===== src/rtl/link_ref_pkg.sv =====
package link_ref_pkg;
  localparam int unsigned NUM_CAND = 5;  // duty steps 5/6 .. 1/6
  localparam int unsigned STEPS    = 6;  // duty denominator
endpackage


===== src/rtl/link_ref_cand.sv =====
module link_ref_cand
  import link_ref_pkg::*;
#(
  parameter int unsigned VW = 16
) (
  input  logic [VW-1:0] v_i,
  input  logic [VW-1:0] max_i,
  output logic [VW-1:0] cand_o [NUM_CAND]
);
  localparam int unsigned EW = VW + 3;   // holds 6*v
  localparam int unsigned S  = EW + 3;   // reciprocal shift, exact for divisors < 8
  localparam int unsigned PW = EW + S;

  logic [EW-1:0] six_v;
  assign six_v = EW'(v_i) * EW'(STEPS);

  for (genvar g = 0; g < NUM_CAND; g++) begin : g_cand
    localparam int unsigned K = NUM_CAND - g;
    logic [EW-1:0] raw;
    if (STEPS % K == 0) begin : g_exact
      assign raw = EW'(v_i) * EW'(STEPS / K);
    end else begin : g_recip
      // round-half-up divide by K via constant reciprocal multiply
      localparam longint unsigned M = ((64'd1 << S) + K - 1) / K;
      logic [PW-1:0] prod;
      assign prod = PW'(six_v + EW'(K / 2)) * PW'(M);
      assign raw  = EW'(prod >> S);
    end
    assign cand_o[g] = (raw > EW'(max_i)) ? max_i : raw[VW-1:0];
  end
endmodule


===== src/rtl/link_ref_pick.sv =====
module link_ref_pick
  import link_ref_pkg::*;
#(
  parameter int unsigned VW = 16
) (
  input  logic [VW-1:0] cand_i [NUM_CAND],
  input  logic [VW-1:0] min_i,
  output logic [VW-1:0] pick_o,
  output logic          none_o
);
  always_comb begin
    pick_o = min_i;
    none_o = 1'b1;
    for (int g = 0; g < NUM_CAND; g++) begin
      if (none_o && cand_i[g] >= min_i) begin
        pick_o = cand_i[g];
        none_o = 1'b0;
      end
    end
  end
endmodule


===== src/rtl/link_ref_sel.sv =====
module link_ref_sel
  import link_ref_pkg::*;
#(
  parameter int unsigned VW = 16
) (
  input  logic          clk_i,
  input  logic          rst_ni,
  input  logic [VW-1:0] vout_cmd_i,
  input  logic [VW-1:0] vdc_min_i,
  input  logic [VW-1:0] vdc_max_i,
  input  logic          update_i,
  output logic [VW-1:0] vdc_cmd_o,
  output logic          valid_o,
  output logic          floor_o
);
  logic [VW-1:0] cand [NUM_CAND];
  logic [VW-1:0] pick;
  logic          none;
  logic [VW-1:0] cmd_q;
  logic          valid_q, floor_q;

  link_ref_cand #(.VW(VW)) u_cand (
    .v_i(vout_cmd_i), .max_i(vdc_max_i), .cand_o(cand)
  );

  link_ref_pick #(.VW(VW)) u_pick (
    .cand_i(cand), .min_i(vdc_min_i), .pick_o(pick), .none_o(none)
  );

  always_ff @(posedge clk_i or negedge rst_ni) begin
    if (!rst_ni) begin
      cmd_q   <= '0;
      valid_q <= 1'b0;
      floor_q <= 1'b0;
    end else if (update_i) begin
      cmd_q   <= pick;
      valid_q <= 1'b1;
      floor_q <= none;
    end
  end

  // before first capture the rectifier is pointed at its own floor
  assign vdc_cmd_o = valid_q ? cmd_q : vdc_min_i;
  assign valid_o   = valid_q;
  assign floor_o   = floor_q;
endmodule


===== config.mk =====
export PLATFORM = sky130hd
export DESIGN_NAME = link_ref_sel
export DESIGN_NICKNAME = d
export VERILOG_FILES = /design/src/rtl/link_ref_pkg.sv /design/src/rtl/link_ref_cand.sv /design/src/rtl/link_ref_pick.sv /design/src/rtl/link_ref_sel.sv
export SDC_FILE = /design/constraint.sdc
export NUM_CORES = 1
export LEC_CHECK = 0
export BUFFER_PORTS_ARGS = -buffer_cell sky130_fd_sc_hd__buf_2
export CAP_MARGIN = 15
export CORE_MARGIN = 2
export CORE_UTILIZATION = 55
export DETAILED_ROUTE_END_ITERATION = 16
export PLACE_DENSITY = 0.78
export SLEW_MARGIN = 20
export SYNTH_ARGS = -nofsm -noshare
export SYNTH_HDL_FRONTEND = slang
export SYNTH_SLANG_ARGS = --single-unit

===== constraint.sdc =====
create_clock -name clk_i -period 1.58 [get_ports clk_i]
set_input_delay 0.079 -clock clk_i [delete_from_list [all_inputs] [get_ports clk_i]]
set_output_delay 0.079 -clock clk_i [all_outputs]
set_load 0.005 [all_outputs]

# Word level (Yosys, flattened, before mapping)
# Index checks and enable logic that the tools add are counted.
[totals]
input_bits = 51
out_inout_bits = 18
elab_cells = 37
register_bits = 18
[op_classes]
mux = 16
order_cmp = 10
n_mul = 3
n_addsub = 1
reduce_logical = 4
[ops]
columns = ["operator", "count"]
rows = [
  ["$mux 16", 11],
  ["$ge 16x16->1", 5],
  ["$gt 19x16->1", 3],
  ["$mul 41x20->41 const B", 1],
  ["$mul 16x2->18 const B", 2],
  ["$add 19x2->20 const B", 1],
  ["$gt 18x16->1", 1],
  ["$gt 17x16->1", 1],
  ["$mux 1", 5],
  ["$logic_and 1x1->1", 4],
]

# Depth between registers and ports, before layout
[logic_depth]
ltp_word = 15
mapped_depth = 61
ltp_nobuf = 57

# Hierarchy
# Synthesis repeated with hierarchy kept, for this count alone.
[unflattened]
hier_cells = 1597
area_unflattened_um2 = 14421.3
[by_module_without_submodules]
columns = ["module", "instances", "area_per_inst_um2", "cells_per_inst", "seq_area_each_um2"]
rows = [
  ["link_ref_cand", 1, 11020.6, 1234, 0.0],
  ["link_ref_pick", 1, 2442.3, 307, 0.0],
  ["link_ref_sel", 1, 958.4, 56, 450.4],
]

# Worst setup path before layout
# OpenSTA, ideal clock, no wires.
[synth_timing]
kind = "input port to flip-flop"
from = "in vout_cmd_i[0]"
to = "reg cmd_q[10]"
t_required_ns = 1.454
path_buffers = 4
path_stages = 56
setup_ns = 0.126
t_arrival_ns = 13.008
slack_ns = -11.554
path_cell_list = "ha_1 -> inv_1 -> fa_1 -> nand2b_1 -> a211oi_4 -> o211a_1 -> o211a_1 -> nand4_4 -> or3_1 -> xor2_1 -> inv_1 -> ha_1 -> fa_1 -> ha_1 -> inv_1 -> fa_1 -> inv_1 -> fa_1 -> [... 20 more ...] -> a2111oi_2 -> and2_1 -> buf_4 -> buf_4 -> mux2i_1 -> inv_1 -> ha_1 -> nand2b_1 -> a31oi_1 -> o21ai_0 -> a221oi_1 -> o21ai_1 -> or4_1 -> clkbuf_1 -> nand2_1 -> clkbuf_1 -> a2111oi_0 -> a221o_1"
[synth_via]
elab_chain_len = 15
elab_cells_between_ends = 32
cone_classes = "1 x add/sub; 3 x mul; 10 x order compare; 14 x mux; 4 x reduce/logical"
[synth_lines]
columns = ["item", "line_no", "rtl"]
rows = [
  ["from (decl)", "link_ref_sel.sv:8", "input logic [VW-1:0] vout_cmd_i,"],
  ["$mul 16x2->18", "link_ref_cand.sv:15, link_ref_cand.sv:21", ""],
  ["$add 19x2->20", "link_ref_cand.sv:26", "assign prod = PW'(six_v + EW'(K / 2)) * PW'(M);"],
  ["$mul 41x20->41", "link_ref_cand.sv:26", ""],
  ["$gt 19x16->1", "link_ref_cand.sv:29", "assign cand_o[g] = (raw > EW'(max_i)) ? max_i : raw[VW-1:0];"],
  ["$mux 16", "link_ref_cand.sv:29", ""],
  ["$ge 16x16->1", "link_ref_pick.sv:15", "if (none_o && cand_i[g] >= min_i) begin"],
  ["$mux 1", "link_ref_pick.sv:15", ""],
  ["$logic_and 1x1->1", "link_ref_pick.sv:15", ""],
  ["$mux 1", "link_ref_pick.sv:15", ""],
  ["$logic_and 1x1->1", "link_ref_pick.sv:15", ""],
  ["$mux 1", "link_ref_pick.sv:15", ""],
  ["$logic_and 1x1->1", "link_ref_pick.sv:15", ""],
  ["$mux 1", "link_ref_pick.sv:15", ""],
  ["$logic_and 1x1->1", "link_ref_pick.sv:15", ""],
  ["$mux 16 (*)", "link_ref_pick.sv:15", ""],
  ["to (signal assigned)", "link_ref_sel.sv:36", "cmd_q <= pick;"],
  ["to (decl)", "link_ref_sel.sv:19", "logic [VW-1:0] cmd_q;"],
]
# Every way passes the cells marked *; elsewhere a longest branch is shown, timed or not.
# A chain may end at the register's enable or synchronous reset.

# Worst setup path after layout
[layout_timing]
from = "in vout_cmd_i[0]"
to = "reg cmd_q[3]"
# Same word-level chain as after synthesis.

==> results.py <==
metrics = {
    "die": {
        "rows": 59,
        "start_util": 0.564,
        "die_h_um": 168,
        "core_region_area_um2": 26200,
        "die_w_um": 168,
        "die-area_um2": 28200,
        "io_pins": 69,
    },
    "grt": {
        "grt_usage": 0.453,
        "grt.busiest_layer": "met2",
        "antenna_found_initial": 5,
        "grt_overflow": 0,
        "gr-usage-met3": 0.120,
        "grt_pass1_vias": 17700,
        "gr-usage-met1": 0.521,
        "met2_usage": 0.735,
        "grt_max_degree": 29,
        "grt_first_pass_wirelength_um": 97800,
    },
    "timing": {
        "rsz0062_at_grt": "true",
        "relSlewSlack": 0.610,
        "setup_viol": 17,
        "fmax_ghz": 0.0796,
        "min_period_ns": 12.56,
        "maxSlewViolCount": 0,
        "whs_ns": 0.264,
        "timing_hold_violations_final": 0,
        "setup_ws_ns": -10.98,
        "period_share": 7.95,
        "tightest_slew_ns": 0.579,
        "fin_skew_ns": 0,
    },
    "critical_path": {
        "path_class": "input pin to flop",
        "setup.worst_path.start_class": "input pin",
        "critPathRequiredTime_ns": 1.73,
        "max_stage_delay_ns": 0.60,
        "crit_top_cell": "inv_1",
        "crit_path_end_kind": "flop",
        "startpoint": "vout_cmd_i[0]",
        "crit_buf_inv": 18,
        "arrival_ns": 12.70,
        "worstPathMaxFanout": 7,
        "r2r_start": "cmd_q[3]",
        "cp_top_family": "adder cells",
        "slowest_stage": "or4b_2",
    },
    "placement": {
        "place.port_buffers": 68,
        "routabilityCongestion": 1.07,
        "dp_hpwl_um": 54300,
    },
    "final_layout": {
        "layout_commonest_cell": "buf_4",
        "layout-drive-gt1-share": 0.374,
        "area.growth.synth_to_final_pct": 44.4,
        "most-common-layout-cells": "buf_4 (576), ha_1 (343), inv_1 (290)",
        "final_nets": 2942,
        "layout.area.seq_um2": 450,
        "multi_input_area_um2": 14100,
        "nFillCells": 1709,
    },
    "synth": {
        "syn_area_um2": 14800,
        "synth.ff_latch_count": 18,
        "synth_fp_nets": 2306,
        "synthCells": 1750,
        "synth.distinct_cells": 77,
        "ys.flop_type": "dfrtp_1",
        "async_flop_share": 1.00,
        "ys.warnings.count": 0,
        "syn_avg_cell_area_um2": 8.44,
        "synth_edf_count": 0,
        "yosysSeqAreaShare": 0.0305,
    },
    "cts": {
        "htree_levels": 1,
        "clkLatencyLatePin_ns": 0.26,
        "path_clk_slew_ns": 0.06,
        "cts_tree": "yes",
        "cts_buffer_depth": 2,
        "clock-root-buffer": "clkbuf_16",
        "cts_buffers": 3,
        "cts.sinks": 18,
    },
    "drt": {
        "totalWireLength_um": 67200,
        "routedWlPerCell_um": 24.7,
        "dr.pass1.iters": 8,
        "vias_per_cell": 6.36,
        "drt-initial-drc-count": 1528,
        "postRouteAntennaNets": 0,
        "num_vias": 17300,
        "drc": 0,
    },
    "flow_run": {
        "drv_cap": 0,
    },
    "hold_path": {
        "holdCritPathClass": "input pin to flop",
        "hold_start": "vdc_min_i[9]",
    },
    "outcome": {
        "status": "complete, but fails checks",
        "failed_checks": "setup timing",
    },
}
[cell usage after synthesis, drive strengths merged, types with 6 or more instances]
cell | instances | area share
ha | 374 | 0.32
inv | 312 | 0.079
fa | 131 | 0.18
o21ai | 105 | 0.036
a21oi | 104 | 0.035
nand2 | 87 | 0.022
nor2 | 76 | 0.019
a21o | 40 | 0.020
nor3 | 30 | 0.011
mux2 | 29 | 0.022
nand3 | 29 | 0.0098
a211oi | 27 | 0.016
clkbuf | 27 | 0.0069
nand4 | 26 | 0.012
mux2i | 23 | 0.016
xnor2 | 22 | 0.013
dfrtp | 18 | 0.030
o211ai | 18 | 0.0098
o21a | 18 | 0.0091
xor2 | 18 | 0.011
a221o | 17 | 0.012
nor2b | 17 | 0.0072
a2111oi | 14 | 0.0092
a31oi | 14 | 0.0059
and2 | 14 | 0.0059
a2bb2oi | 13 | 0.0077
buf | 13 | 0.0055
and3 | 12 | 0.0051
nand2b | 11 | 0.0047
or2 | 10 | 0.0042
a221oi | 9 | 0.0069
or3 | 8 | 0.0034
a211o | 7 | 0.0042
o221ai | 7 | 0.0042
and4 | 6 | 0.0036
o31ai | 6 | 0.0030
[tightest hold or removal path: stages]
cell and delay, ns:
buf_2 0.09, buf_4 0.10, o211ai_1 0.10, o221ai_2 0.12
[logic make-up after synthesis]
logic type                 share of synthesized area
DFF                                           0.0305
xor gates and xnor gates                      0.0237
muxes                                         0.0379
buffers and inverters                         0.0916
AOI/OAI and AO/OA                              0.201
and+or+nand+nor                                0.121
adders and majority gates                      0.494
[what timing repair did]
action / 4_1_cts / 5_1_grt
buffers inserted: 33 / 20
hold buffers: 1 / 0
resized for setup: 80 / 99
hold endpoints to repair: 18 / 0
setup endpoints to repair: 17 / 17
pin swaps: 60 / 78
cloned: 1 / 3
[worst paths after layout]
kind | endpoint | slack, ns | cells after the start
worst max-delay path | cmd_q[3] | -10.98 | 59
worst min-delay path | cmd_q[9] | 0.26 | 4
worst max register to register | cmd_q[3] | 0.38 | 3
worst min register to register | floor_o | 0.53 | 2
max in group asynchronous | cmd_q[6] | 0.92 | 2
min in group asynchronous | cmd_q[0] | 0.32 | 2
[through the flow]
stage                util  setup slack, ns  std cells  cell area, µm²  TNS (ns)
floorplan               -           -10.10       1750           15300   -169.82
global placement    0.763           -10.97       2660           20000   -185.25
detailed placement  0.763           -11.33       2660           20000   -191.16
CTS                 0.788           -10.53       2698           20600   -177.97
global route        0.814           -11.33       2720           21300   -190.99
finish              0.814           -10.98       2722           21300   -184.84
[sequential cells by signal (all words and copies together) (netlist names)]
name	cells
cmd_q	16
floor_o	1
valid_o	1
[routing by layer]
metal | wire length [µm] | up-vias | share of wire
li1 | - | 7487 | -
met1 | 23800 | 8171 | 0.35
met2 | 29800 | 1170 | 0.44
met3 | 7300 | 484 | 0.11
met4 | 6360 | 0 | 0.095
met5 | 0 | - | 0
[final cells by class]
class	instances	area share
Timing Repair Buffer	670	0.238
Inverter	312	0.0557
Sequential cell	18	0.0211
Antenna cell	2	0.000235
Multi-Input combinational cell	1380	0.660
Clock buffer	4	0.00416
Timing Repair inverter	1	0.000410
Tap cell	335	0.0196
Power is left out: the tool's default activity adds up to more than one toggle a clock period on the data nets, which glitch-free logic cannot reach.
